--- config.mk ---
export PLATFORM = sky130hd
export DESIGN_NAME = fbm_top
export DESIGN_NICKNAME = d
export VERILOG_FILES = /design/src/rtl/fbm_pkg.sv /design/src/rtl/fbm_ptr_mem.sv /design/src/rtl/fbm_reflist.sv /design/src/rtl/fbm_dispq.sv /design/src/rtl/fbm_top.sv
export SDC_FILE = /design/constraint.sdc
export NUM_CORES = 1
export LEC_CHECK = 0
export CAP_MARGIN = 30
export CORE_MARGIN = 1.5
export CORE_UTILIZATION = 35
export DETAILED_ROUTE_END_ITERATION = 6
export PLACE_DENSITY = 0.66
export SETUP_SLACK_MARGIN = 0.4
export SLEW_MARGIN = 20
export SYNTH_ARGS = -nofsm -noshare
export SYNTH_HDL_FRONTEND = slang
export SYNTH_HIERARCHICAL = 1
export SYNTH_SLANG_ARGS = --single-unit
--- constraint.sdc ---
create_clock -name clk -period 3.5 [get_ports clk]
set_clock_uncertainty 0.05 [all_clocks]
set_input_delay 0.7 -clock clk [delete_from_list [all_inputs] [get_ports clk]]
set_output_delay 0.7 -clock clk [all_outputs]
set_load 0.05 [all_outputs]
--- src/rtl/fbm_pkg.sv ---
package fbm_pkg;
  typedef enum logic [0:0] {ST_IDLE, ST_SCAN} fbm_state_e;
endpackage

--- src/rtl/fbm_ptr_mem.sv ---
module fbm_ptr_mem #(
  parameter int          NUM_BUF     = 4,
  parameter int          AW          = 32,
  parameter logic [31:0] BASE_ADDR   = 32'h1000_0000,
  parameter logic [31:0] FRAME_BYTES = 32'h0030_0000,
  localparam int         IDX_W       = (NUM_BUF > 1) ? $clog2(NUM_BUF) : 1
) (
  input  logic [IDX_W-1:0] a_idx,
  input  logic [IDX_W-1:0] b_idx,
  input  logic [IDX_W-1:0] c_idx,
  output logic [AW-1:0]    a_base,
  output logic [AW-1:0]    b_base,
  output logic [AW-1:0]    c_base
);
  logic [AW-1:0] tbl [NUM_BUF];

  for (genvar g = 0; g < NUM_BUF; g++) begin : g_entry
    assign tbl[g] = AW'(BASE_ADDR + 32'(g) * FRAME_BYTES);
  end

  assign a_base = tbl[a_idx];
  assign b_base = tbl[b_idx];
  assign c_base = tbl[c_idx];
endmodule

--- src/rtl/fbm_reflist.sv ---
module fbm_reflist #(
  parameter int  NUM_REF = 2,
  parameter int  IDX_W   = 2,
  localparam int RIDX_W  = (NUM_REF > 1) ? $clog2(NUM_REF) : 1
) (
  input  logic              clk,
  input  logic              rst,
  input  logic              ins,
  input  logic [IDX_W-1:0]  ins_buf,
  output logic              drop_v,
  output logic [IDX_W-1:0]  drop_buf,
  input  logic [RIDX_W-1:0] rd_idx,
  output logic              rd_hit,
  output logic [IDX_W-1:0]  rd_buf
);
  logic [IDX_W-1:0] slot_buf [NUM_REF];
  logic [NUM_REF-1:0] slot_v;

  always_ff @(posedge clk) begin
    if (rst) slot_v <= '0;
    else if (ins) slot_v <= {slot_v[NUM_REF-2:0], 1'b1};
  end

  always_ff @(posedge clk) begin
    if (ins) slot_buf[0] <= ins_buf;
  end

  for (genvar g = 1; g < NUM_REF; g++) begin : g_shift
    always_ff @(posedge clk) begin
      if (ins) slot_buf[g] <= slot_buf[g-1];
    end
  end

  assign drop_v   = ins && slot_v[NUM_REF-1];
  assign drop_buf = slot_buf[NUM_REF-1];

  always_comb begin
    rd_hit = 1'b0;
    rd_buf = '0;
    if (32'(rd_idx) < NUM_REF) begin
      rd_hit = slot_v[rd_idx];
      rd_buf = slot_buf[rd_idx];
    end
  end
endmodule

--- src/rtl/fbm_dispq.sv ---
module fbm_dispq #(
  parameter int DEPTH = 4,
  parameter int IDX_W = 2
) (
  input  logic             clk,
  input  logic             rst,
  input  logic             push,
  input  logic [IDX_W-1:0] push_buf,
  input  logic             pop,
  output logic             empty,
  output logic [IDX_W-1:0] head
);
  localparam int PW = (DEPTH > 1) ? $clog2(DEPTH) : 1;
  logic [IDX_W-1:0] mem [DEPTH];
  logic [PW-1:0]    wr_p, rd_p;
  logic [PW:0]      cnt;

  function automatic logic [PW-1:0] nxt(input logic [PW-1:0] p);
    return (32'(p) == DEPTH - 1) ? '0 : p + 1'b1;
  endfunction

  always_ff @(posedge clk) begin
    if (push) mem[wr_p] <= push_buf;
  end

  always_ff @(posedge clk) begin
    if (rst) begin
      wr_p <= '0;
      rd_p <= '0;
      cnt  <= '0;
    end else begin
      if (push) wr_p <= nxt(wr_p);
      if (pop)  rd_p <= nxt(rd_p);
      cnt <= cnt + (PW+1)'(push) - (PW+1)'(pop);
    end
  end

  assign empty = (cnt == '0);
  assign head  = mem[rd_p];
endmodule

--- src/rtl/fbm_top.sv ---
module fbm_top #(
  parameter int          NUM_BUF     = 4,
  parameter int          NUM_REF     = 2,
  parameter int          AW          = 32,
  parameter int          REP_W       = 3,
  parameter logic [31:0] BASE_ADDR   = 32'h1000_0000,
  parameter logic [31:0] FRAME_BYTES = 32'h0030_0000,
  localparam int         IDX_W       = (NUM_BUF > 1) ? $clog2(NUM_BUF) : 1,
  localparam int         RIDX_W      = (NUM_REF > 1) ? $clog2(NUM_REF) : 1
) (
  input  logic              clk,
  input  logic              rst,
  input  logic              dec_alloc_req,
  output logic              dec_alloc_ack,
  output logic [IDX_W-1:0]  dec_alloc_buf,
  output logic [AW-1:0]     dec_alloc_base,
  input  logic              dec_done_req,
  output logic              dec_done_ack,
  input  logic              disp_req,
  output logic              disp_ack,
  output logic              disp_valid,
  output logic              disp_repeat,
  output logic [IDX_W-1:0]  disp_buf,
  output logic [AW-1:0]     disp_base,
  input  logic [REP_W-1:0]  rep_min,
  input  logic [RIDX_W-1:0] mc_ref_idx,
  output logic [AW-1:0]     mc_ref_base,
  output logic              mc_ref_hit
);
  import fbm_pkg::*;

  fbm_state_e        state;
  logic [IDX_W-1:0]  scan_ptr;
  logic [NUM_BUF-1:0] dec_f, ref_f, dsp_f;
  logic              act_v, cur_v;
  logic [IDX_W-1:0]  act_buf, cur_buf;
  logic [REP_W-1:0]  shows;

  logic              ack_any, idle_go, take_new, do_ins, scan_free;
  logic              q_empty, drop_v, rl_hit;
  logic [IDX_W-1:0]  q_head, drop_buf, rl_buf;
  logic [AW-1:0]     scan_base, head_base, lk_base;

  assign ack_any   = dec_alloc_ack | dec_done_ack | disp_ack;
  assign idle_go   = (state == ST_IDLE) && !ack_any;
  assign take_new  = idle_go && disp_req && !q_empty && (!cur_v || shows >= rep_min);
  assign do_ins    = idle_go && !disp_req && dec_done_req && act_v;
  assign scan_free = !(dec_f[scan_ptr] | ref_f[scan_ptr] | dsp_f[scan_ptr]);

  fbm_ptr_mem #(.NUM_BUF(NUM_BUF), .AW(AW), .BASE_ADDR(BASE_ADDR),
                .FRAME_BYTES(FRAME_BYTES)) ptr_i (
    .a_idx(scan_ptr), .b_idx(q_head), .c_idx(rl_buf),
    .a_base(scan_base), .b_base(head_base), .c_base(lk_base)
  );

  fbm_reflist #(.NUM_REF(NUM_REF), .IDX_W(IDX_W)) rl_i (
    .clk(clk), .rst(rst), .ins(do_ins), .ins_buf(act_buf),
    .drop_v(drop_v), .drop_buf(drop_buf),
    .rd_idx(mc_ref_idx), .rd_hit(rl_hit), .rd_buf(rl_buf)
  );

  fbm_dispq #(.DEPTH(NUM_BUF), .IDX_W(IDX_W)) q_i (
    .clk(clk), .rst(rst), .push(do_ins), .push_buf(act_buf),
    .pop(take_new), .empty(q_empty), .head(q_head)
  );

  // motion-compensation lookup, one registered stage
  always_ff @(posedge clk) begin
    if (rst) begin
      mc_ref_hit  <= 1'b0;
      mc_ref_base <= '0;
    end else begin
      mc_ref_hit  <= rl_hit;
      mc_ref_base <= rl_hit ? lk_base : '0;
    end
  end

  always_ff @(posedge clk) begin
    if (rst) begin
      state          <= ST_IDLE;
      scan_ptr       <= '0;
      dec_f          <= '0;
      ref_f          <= '0;
      dsp_f          <= '0;
      act_v          <= 1'b0;
      act_buf        <= '0;
      cur_v          <= 1'b0;
      cur_buf        <= '0;
      shows          <= '0;
      dec_alloc_ack  <= 1'b0;
      dec_alloc_buf  <= '0;
      dec_alloc_base <= '0;
      dec_done_ack   <= 1'b0;
      disp_ack       <= 1'b0;
      disp_valid     <= 1'b0;
      disp_repeat    <= 1'b0;
      disp_buf       <= '0;
      disp_base      <= '0;
    end else begin
      dec_alloc_ack <= 1'b0;
      dec_done_ack  <= 1'b0;
      disp_ack      <= 1'b0;
      case (state)
        ST_IDLE: if (!ack_any) begin
          if (disp_req) begin
            disp_ack <= 1'b1;
            if (take_new) begin
              if (cur_v) dsp_f[cur_buf] <= 1'b0;
              cur_v       <= 1'b1;
              cur_buf     <= q_head;
              shows       <= REP_W'(1);
              disp_valid  <= 1'b1;
              disp_repeat <= 1'b0;
              disp_buf    <= q_head;
              disp_base   <= head_base;
            end else if (cur_v) begin
              if (shows != '1) shows <= shows + 1'b1;
              disp_valid  <= 1'b1;
              disp_repeat <= 1'b1;
            end else begin
              disp_valid  <= 1'b0;
              disp_repeat <= 1'b0;
            end
          end else if (dec_done_req) begin
            dec_done_ack <= 1'b1;
            if (act_v) begin
              dec_f[act_buf] <= 1'b0;
              ref_f[act_buf] <= 1'b1;
              dsp_f[act_buf] <= 1'b1;
              if (drop_v) ref_f[drop_buf] <= 1'b0;
              act_v <= 1'b0;
            end
          end else if (dec_alloc_req) begin
            if (act_v) begin
              dec_alloc_ack <= 1'b1;
            end else begin
              state    <= ST_SCAN;
              scan_ptr <= '0;
            end
          end
        end
        ST_SCAN: begin
          if (scan_free) begin
            dec_f[scan_ptr] <= 1'b1;
            act_v           <= 1'b1;
            act_buf         <= scan_ptr;
            dec_alloc_ack   <= 1'b1;
            dec_alloc_buf   <= scan_ptr;
            dec_alloc_base  <= scan_base;
            state           <= ST_IDLE;
          end else if (32'(scan_ptr) == NUM_BUF - 1) begin
            state <= ST_IDLE;
          end else begin
            scan_ptr <= scan_ptr + 1'b1;
          end
        end
        default: state <= ST_IDLE;
      endcase
    end
  end
endmodule

Word-level counts from Yosys, hierarchy flattened
Memories as Yosys holds them, arrays and structs flattened. A register that Yosys moved wholly into a read port is not among the register bits.
Index checks and enable logic that the tools add are counted.
{"block": "word_totals", "wordCells": 194, "inputBits": 9, "ff_bits": 135, "n_memories": 2, "ramBits": 12}
{"memory": "q_i.mem", "depth": 4, "word_bits": 2, "rd": 1, "rd_clocked_by_memory_dff": 1, "write_ports": 1, "line": "fbm_dispq.sv:14", "rtl": "logic [IDX_W-1:0] mem [DEPTH];"}
{"memory": "rl_i.slot_buf", "depth": 2, "word_bits": 2, "rd": 3, "rd_clocked_by_memory_dff": 0, "write_ports": 2, "line": "fbm_reflist.sv:16", "rtl": "logic [IDX_W-1:0] slot_buf [NUM_REF];"}
{"block": "classes", "n_mux": 79, "eq_ne": 16, "reduce_logical": 34, "n_lt_le_gt_ge": 13, "n_bitwise": 21, "addsub": 6}
{"op": "binary-select mux 32 bit (select 2 bit)", "count": 3}
{"op": "two-way mux 32 bit", "count": 6}
{"op": "two-way mux 4 bit", "count": 11}
{"op": "two-way mux 1 bit", "count": 33}
{"op": "two-way mux 2 bit", "count": 11}
{"op": "inequality test 2 bit, second input constant", "count": 9}
{"op": "AND reduction 5 bit", "count": 3}
{"op": "bitwise AND 4 bit", "count": 3}
{"op": "logical AND 1 bit", "count": 12}
{"op": "< comparator 2 x 3 -> 1 bit, second input constant", "count": 4}
{"op": "NOT 4 bit", "count": 3}
{"op": "OR 4 bit", "count": 3}
{"op": ">= comparator 3 bit, second input constant", "count": 3}
{"op": "two-way mux 3 bit", "count": 3}
{"op": "NOT 2 -> 3 bit", "count": 3}
{"op": "demux 1 bit (select 2 bit)", "count": 4}
{"op": ">= comparator 2 x 1 -> 1 bit, second input constant", "count": 4}
{"op": "one-hot mux 4 bit (2 select lines)", "count": 1}
{"op": "AND reduction 4 bit", "count": 2}
{"op": "nonzero test 2 bit", "count": 4}
{"op": "AND reduction 7 bit", "count": 1}
{"op": "adder 2 x 1 -> 2 bit, second input constant", "count": 3}
{"op": "binary-select mux 1 bit (select 2 bit)", "count": 3}
{"op": "equality test 2 bit, second input constant", "count": 3}
{"op": "20 further kinds", "count": 34}

Longest topological paths before layout
Gate-level depths: netlist of run 1.
{"block": "logic_depth", "depth_word": 11, "ltp_mapped": 13}

Cells and area by module
The synthesis of run 1 kept the hierarchy.
{"module": "fbm_top", "n_inst": 1, "area_each_um2": 4660.7, "seq_area_each_um2": 2522.4, "cells_per_inst": 515}
{"module": "fbm_ptr_mem", "n_inst": 1, "area_each_um2": 758.2, "seq_area_each_um2": 0.0, "cells_per_inst": 101}
{"module": "fbm_dispq", "n_inst": 1, "area_each_um2": 729.4, "seq_area_each_um2": 420.4, "cells_per_inst": 51}
{"module": "fbm_reflist", "n_inst": 1, "area_each_um2": 221.5, "seq_area_each_um2": 160.2, "cells_per_inst": 14}

Least setup slack after synthesis of run 1
OpenSTA, ideal clock, no wires.
{"block": "synth_path", "path_type": "input-to-reg", "startpoint": "input rep_min[2]", "endpoint": "register q_i.cnt[2]", "required_ns": 3.340, "stages": 12, "slack_ns": 0.211, "arrival_time_ns": 3.129, "path_cell_list": "inv_1 > ha_1 > a21o_1 > a311oi_1 > nor2_1 > ha_1 > inv_1 > ha_1 > inv_1 > fa_1 > xnor3_1 > nor2_1"}
{"block": "synth_via", "elab_chain_cells": 4}
{"element": "start: declaration", "line": "fbm_top.sv:25", "rtl": "input logic [REP_W-1:0] rep_min,"}
{"element": ">= comparator 3 bit", "line": "fbm_top.sv:46", "rtl": "assign take_new = idle_go && disp_req && !q_empty && (!cur_v || shows >= rep_min);"}
{"element": "logical OR 1 bit", "line": "fbm_top.sv:46"}
{"element": "logical AND 1 bit", "line": "fbm_top.sv:46"}
{"element": "named net take_new", "line": "fbm_top.sv:39", "rtl": "logic ack_any, idle_go, take_new, do_ins, scan_free;"}
{"element": "subtractor 3 x 1 -> 3 bit", "line": "fbm_dispq.sv:34", "rtl": "cnt <= cnt + (PW+1)'(push) - (PW+1)'(pop);"}
{"element": "end signal: assignment", "line": "fbm_dispq.sv:34"}
{"element": "end: declaration", "line": "fbm_dispq.sv:16", "rtl": "logic [PW:0] cnt;"}
The timed path passes the listed nets, and every way through them passes these cells.
A chain may end at the register's enable or synchronous reset.

Final worst setup path of run 1
Same ends and word-level chain as after synthesis.

==> results of run 1 <==
[per-stage QoR]
step | instance area [um^2] | hold slack [ns] | worst slack, ns
floorplan | 6686 | 0.3722 | 0.4076
global placement | 7386 | 0.3750 | 0.1149
detailed placement | 7386 | 0.3828 | 0.06373
CTS | 7964 | 0.3982 | 0.5053
global route | 7964 | 0.4181 | 0.4047
finish | 7964 | 0.3949 | 0.5436
[flip-flops by register name, summed over array words and instances (netlist names), 2 cells and up, named ones only]
| signal | cells |
|---|---|
| dec_alloc_base | 32 |
| disp_base | 32 |
| mc_ref_base | 32 |
| q_i/mem | 8 |
| dec_f | 4 |
| dsp_f | 4 |
| ref_f | 4 |
| rl_i/slot_buf | 4 |
| q_i/cnt | 3 |
| shows | 3 |
| act_buf | 2 |
| cur_buf | 2 |
| q_i/rd_p | 2 |
| q_i/wr_p | 2 |
| rl_i/slot_v | 2 |
| scan_ptr | 2 |
[worst min-delay path by stage]
| stage | startpoint | endpoint | slack (ns) | depth (start not counted) |
|---|---|---|---|---|
| floorplan | rl_i/slot_buf[0][0] | rl_i/slot_buf[1][0] | 0.37 | 0 |
| global route | rl_i/slot_buf[0][1] | rl_i/slot_buf[1][1] | 0.42 | 0 |
| detailed placement | rl_i/slot_buf[0][1] | rl_i/slot_buf[1][1] | 0.38 | 0 |
| global placement | rl_i/slot_buf[0][0] | rl_i/slot_buf[1][0] | 0.38 | 0 |
| CTS | rl_i/slot_buf[0][1] | rl_i/slot_buf[1][1] | 0.40 | 0 |
| finish | rl_i/slot_buf[0][1] | rl_i/slot_buf[1][1] | 0.39 | 0 |
[cell type report]
cell class | count | share of cell area, %
inverters | 22 | 1.037
flip-flops and latches | 149 | 38.96
clock inverters | 11 | 1.084
well taps | 229 | 3.598
clock buffers | 21 | 6.174
multi-input cells | 459 | 33.56
repair buffers | 128 | 15.59
[worst max-delay path, delay by kind of cell]
kind	cells	cell delay [ns]
fa+ha+maj	4	1.09
buf+inv	4	0.60
compound gates	2	0.48
xor+xnor	1	0.21
simple gates	2	0.11
[report_power, final]
group          internal, uW  total, uW  switching, uW
clock                  1020       1760            742
sequential             1810       1870           59.0
combinational           289        865            576
[Yosys cell counts (all sizes together) (2+ instances only)]
cell type	count	area, um^2
dfxtp	137	2743
buf	94	700.7
o21ai	66	330.3
a21oi	43	219.0
clkbuf	39	146.4
nand2	39	146.4
and2	38	237.7
nand3	36	180.2
nand4	32	200.2
ha	22	275.3
inv	22	82.58
nor2	18	67.56
nor3	13	70.07
edfxtp	12	360.4
a31oi	9	56.30
mux2i	6	60.06
a311oi	5	43.79
nand2b	5	31.28
nor4	5	31.28
mux2	4	45.04
nor3b	3	22.52
or3b	3	26.28
a211oi	2	15.01
conb	2	7.510
mux4	2	45.04
nor2b	2	12.51
nor4b	2	17.52
or3	2	12.51
or4	2	22.52
[kinds of logic after synthesis]
| family | Yosys count |
|---|---|
| buffers and inverters | 155 |
| AND/OR/NAND/NOR | 203 |
| other | 2 |
| multiplexers | 12 |
| XOR/XNOR | 2 |
| adder cells (fa/ha/maj) | 23 |
| flip-flops | 149 |
| AO/OA/AOI/OAI | 135 |
[metal layers]
metal / global-route usage, % / wire (um) / up-vias / share of wire [%]
met2: 21.20 / 5837 / 110 / 44
met3: 6.213 / 953 / 16 / 7.2
met5: 0 / 0 / - / 0
li1: - / - / 2380 / -
met1: 18.87 / 6197 / 2157 / 47
met4: 5.382 / 180 / 0 / 1.4
[cell usage in the layout (no fill, tap or decap), types with 3 or more instances in the layout]
| master | netlist | routed |
|---|---|---|
| a21oi_1 | 42 | 42 |
| and2_1 | 38 | 38 |
| clkdlybuf4s50_1 | 0 | 113 |
| a311oi_1 | 5 | 4 |
| inv_6 | 0 | 5 |
| inv_1 | 21 | 21 |
| dfxtp_1 | 137 | 137 |
| clkbuf_8 | 0 | 3 |
| nor3b_1 | 3 | 3 |
| edfxtp_1 | 12 | 12 |
| ha_1 | 22 | 22 |
| o21ai_0 | 64 | 64 |
| mux2_2 | 4 | 4 |
| nand4_1 | 32 | 32 |
| conb_1 | 2 | 84 |
| a31oi_1 | 9 | 9 |
| clkbuf_16 | 0 | 18 |
| buf_4 | 87 | 14 |
| nor3_1 | 12 | 12 |
| nand3_1 | 36 | 36 |
| nor2_1 | 18 | 17 |
| nor4_1 | 5 | 5 |
| nand2_1 | 39 | 39 |
| nand2b_1 | 5 | 5 |
| clkinvlp_4 | 0 | 5 |
| mux2i_1 | 6 | 6 |
==> flow_summary.yaml, run 1 <==
floorplan:
  core-area_um2: 17900
  io-pin-count: 115
  die_h_um: 137.9
  fp.dieW_um: 137.9
  die_area_um2: 19020
  initial_core_util_pct: 35.58
  rows: 49
timing:
  fin_crit_sh_pct: 84.47
  setup_viol_count_final: 0
  hold_viol_final: 0
  finalCriticalPeriod_ns: 2.956
  max_slew.worst_pin.slew_ns: 0.7481
  max_freq_mhz: 338.2
  slew_headroom_pct: 49.97
  slew_violations: 0
  grt_setup_unrepaired: "false"
  setup-tns-final_ns: 0
worst_setup_path:
  crit_chain: "clkdlybuf4s50_1 -> inv_1 -> ha_1 -> a21o_1 -> a311oi_4 -> nor2_2 -> ha_1 -> inv_1 -> ha_1 -> inv_1 -> fa_1 -> xnor3_1 -> nor2_1"
  cp.required_ns: 3.73
  rr_worst_depth: 10
  worstSetupPathType: "in -> reg"
  rr_startpoint: "state"
  reg2reg_slack_ns: 0.79
  crit_path_end: "q_i/cnt[2]"
  cp_max_fo: 3
  crit_arrival_ns: 3.19
  crit_start: "rep_min[2]"
  crit_path_top_delay_cell: "clkdlybuf4s50_1"
  end_kind: "flip-flop"
  cp-start-kind: "input pin"
  max_stage_delay_ns: 0.45
  r2r_end: "q_i/cnt[2]"
run:
  max_cap_violations: 0
status:
  outcome: "finished, final reports clean"
finish:
  register_area_um2: 3103
  nFillCells: 1755
  nets: 809
  final_util_pct: 44.49
  antenna_cells: 0
  fin_cells: 1019
  syn2layout_area_growth_pct: 25.02
  drive_above_1_share_pct: 7.975
  multi_input_area_um2: 2673
clock_network:
  post_cts_resized: 0
  cts_buffers: 17
  clk_latency_ns: 0.42
  cts_buffer_depth: 2
  cts-root-buf: "clkbuf_16"
  post-cts-setup-buffers: 0
  path_clk_slew_ns: 0.06
  cts_tree: "built"
  htreeDepth: 4
  hold_buffers: 0
  clock_sinks: 149
synth:
  syn-instance-count: 681
  synth_warnings: 6
  ys_ff_latch: 149
  synth_xor_area_share_pct: 0.4911
  synth-simple-area-share_pct: 17.29
  ys_types: 52
  synth_area_per_cell_um2: 9.354
  synth_top_family_by_area: "simple AND/OR/NAND/NOR gates"
  ys.flop_type: "dfxtp_1"
  synthAdderAreaFrac_pct: 4.636
  synth_compound_area_share_pct: 11.81
  synth_edf_count: 12
  seq_area_frac_synth_pct: 48.71
  syn_area_um2: 6370
  synth.mux.area_fraction_pct: 2.357
  synthArstFlopShare_pct: 0
placed_design:
  finalWeightedCongestion: 0.7427
  dp_hpwl_um: 8536
  dp.cells: 987
  portBuffers: 114
power:
  p_leak_uw: 0.002991
  powerDensity_nw_per_um2: 564.6
  ir_drop_v: 0.0003454
  total_power_uw: 4497
global_route:
  grt_overflow: 0
  grt_pass1_vias: 4248
  grt_max_degree: 46
  antenna_found_initial: 0
  gr-usage-all-layers_pct: 14.48
  grt_pass1_wl_um: 21310
routing:
  via_per_inst: 4.576
  drc: 0
  wl_per_cell_um: 12.92
  antenna_left: 0
  wl_um: 13170
  drt-pass1-iter-count: 4
  drt_iter0_markers: 241
  via_count: 4663
hold_path:
  worstHoldPathType: "reg -> reg"
No activity file was read; power rests on OpenSTA's default activity.
==> inputs of run 2 (changes only) <==
- clock period: 3.5 -> 3 ns (I/O delays scaled with it)
==> run 2 against run 1 <==
- cell count rose by 1.6%
- wire length is 0.55% higher
- die area unchanged
- core utilization increased by 1.2 points
- via count decreased by 0.30%
- sequential cell count stayed put
- clock power rose by 22%
- setup slack lost 0.041 ns
- largest cell class unchanged
==> flow_summary.yaml, run 2 (same netlist as run 1, synthesis figures left out) <==
status:
  outcome: "finished, final reports clean"
routing:
  drc: 0
  drt-pass1-iter-count: 4
  wl_um: 13240
  via_count: 4649
  antenna_left: 0
  drt_iter0_markers: 216
  wl_per_cell_um: 12.80
  via_per_inst: 4.492
global_route:
  antenna_found_initial: 0
  grt_overflow: 0
  grt_max_degree: 48
  grt_pass1_wl_um: 21260
  gr-usage-all-layers_pct: 14.36
  grt_pass1_vias: 4336
power:
  ir_drop_v: 0.0004293
  p_leak_uw: 0.003115
  powerDensity_nw_per_um2: 663.6
timing:
  max_freq_mhz: 400.4
  slew_violations: 0
  whs_ns: 0.3988
  fin_crit_sh_pct: 83.26
  setup_viol_count_final: 0
  setup-tns-final_ns: 0
  finalCriticalPeriod_ns: 2.498
  hold_viol_final: 0
  max_slew.worst_pin.slew_ns: 0.6645
  grt_setup_unrepaired: "false"
  slew_headroom_pct: 55.61
run:
  max_cap_violations: 0
floorplan:
  die_h_um: 137.9
  fp.dieW_um: 137.9
  core-area_um2: 17900
  die_area_um2: 19020
  io-pin-count: 115
  initial_core_util_pct: 35.58
  rows: 49
placed_design:
  portBuffers: 114
  dp_hpwl_um: 8610
  finalWeightedCongestion: 0.7219
worst_setup_path:
  cp_max_fo: 2
  worstSetupPathType: "reg -> reg"
  max_stage_delay_ns: 0.56
  crit_path_top_delay_cell: "or4_4"
  crit_chain: "or4_4 -> or3_4 -> nor2_4 -> ha_4 -> inv_2 -> ha_4 -> inv_2 -> fa_2 -> xnor3_1 -> nor2_1"
  end_kind: "flip-flop"
  cp.required_ns: 3.24
  cp-start-kind: "flip-flop"
  crit_arrival_ns: 2.74
hold_path:
  worstHoldPathType: "reg -> reg"
finish:
  antenna_cells: 0
  syn2layout_area_growth_pct: 28.48
  final_common_cell: "dfxtp_1"
  reg.largest.list: "dec_alloc_base (32), disp_base (32), mc_ref_base (32)"
  drive_above_1_share_pct: 11.17
  layout_common_cells: "dfxtp_1, clkdlybuf4s50_1, conb_1"
  nets: 826
  nFillCells: 1731
clock_network:
  cts_buffers: 17
  path_clk_slew_ns: 0.06
  clock_sinks: 149
  htreeDepth: 4
  cts_tree: "built"
  cts_buffer_depth: 2
  clk_latency_ns: 0.41
  cts-root-buf: "clkbuf_16"
==> run 2: what timing repair did <==
| item | 4_1_cts | 5_1_grt |
|---|---|---|
| hold buffers | 0 | 0 |
| pin swaps | 6 | 7 |
| gates resized for setup | 7 | 4 |
| setup endpoints to repair | 2 | 2 |
| setup buffers | 2 | 1 |
==> run 2: final timing paths <==
| check | start | endpoint | slack, ns | depth (start not counted) |
|---|---|---|---|---|
| worst max-delay path | state | q_i/cnt[2] | 0.50 | 10 |
| worst min-delay path | rl_i/slot_buf[0][1] | rl_i/slot_buf[1][1] | 0.40 | 0 |
| worst max register to register | state | q_i/cnt[2] | 0.50 | 10 |
| worst min register to register | rl_i/slot_buf[0][1] | rl_i/slot_buf[1][1] | 0.40 | 0 |
==> run 2: stage by stage <==
stage	instance area (um^2)	std cells	power [uW]	util, %	worst slack, ns
5_1_grt	8184	1035	5697	45.72	0.4138
3_3_place_gp	7525	1001	3281	42.03	-0.1338
2_1_floorplan	6738	763	3037	-	0.1795
4_1_cts	8162	1034	5475	45.59	0.4117
6_report	8184	1035	5431	45.72	0.5023
3_5_place_dp	7525	1001	3290	42.03	-0.1469
==> run 2: layout make-up <==
| type | count | area, um^2 | share of cell area, % |
|---|---|---|---|
| clock buffer | 24 | 503.0 | 6.146 |
| clock inverter | 7 | 95.09 | 1.162 |
| timing repair buffer | 145 | 1373 | 16.77 |
| inverter | 22 | 82.58 | 1.009 |
| sequential | 149 | 3109 | 37.99 |
| tap | 229 | 286.5 | 3.501 |
| multi-input combinational | 459 | 2735 | 33.42 |
==> run 2: metal layers <==
layer	vias up	part of all wire, %	track usage, %
met3	11	6.1	5.080
met4	0	1.2	5.556
met5	-	0	0
met1	2130	48	18.43
li1	2413	-	-
met2	95	45	22.08
==> run 2: where the power goes <==
group	internal, uW	switching [uW]
registers	2120	72.3
logic	406	695
clock network	1340	802
==> run 2: critical path: cells and delay by family, from the launching register on <==
| family | cells | cell delay (ns) |
|---|---|---|
| adders and majority gates | 3 | 0.64 |
| buffers and inverters | 2 | 0.09 |
| DFF | 1 | 0.31 |
| and+or+nand+nor | 4 | 1.09 |
| xor gates and xnor gates | 1 | 0.20 |
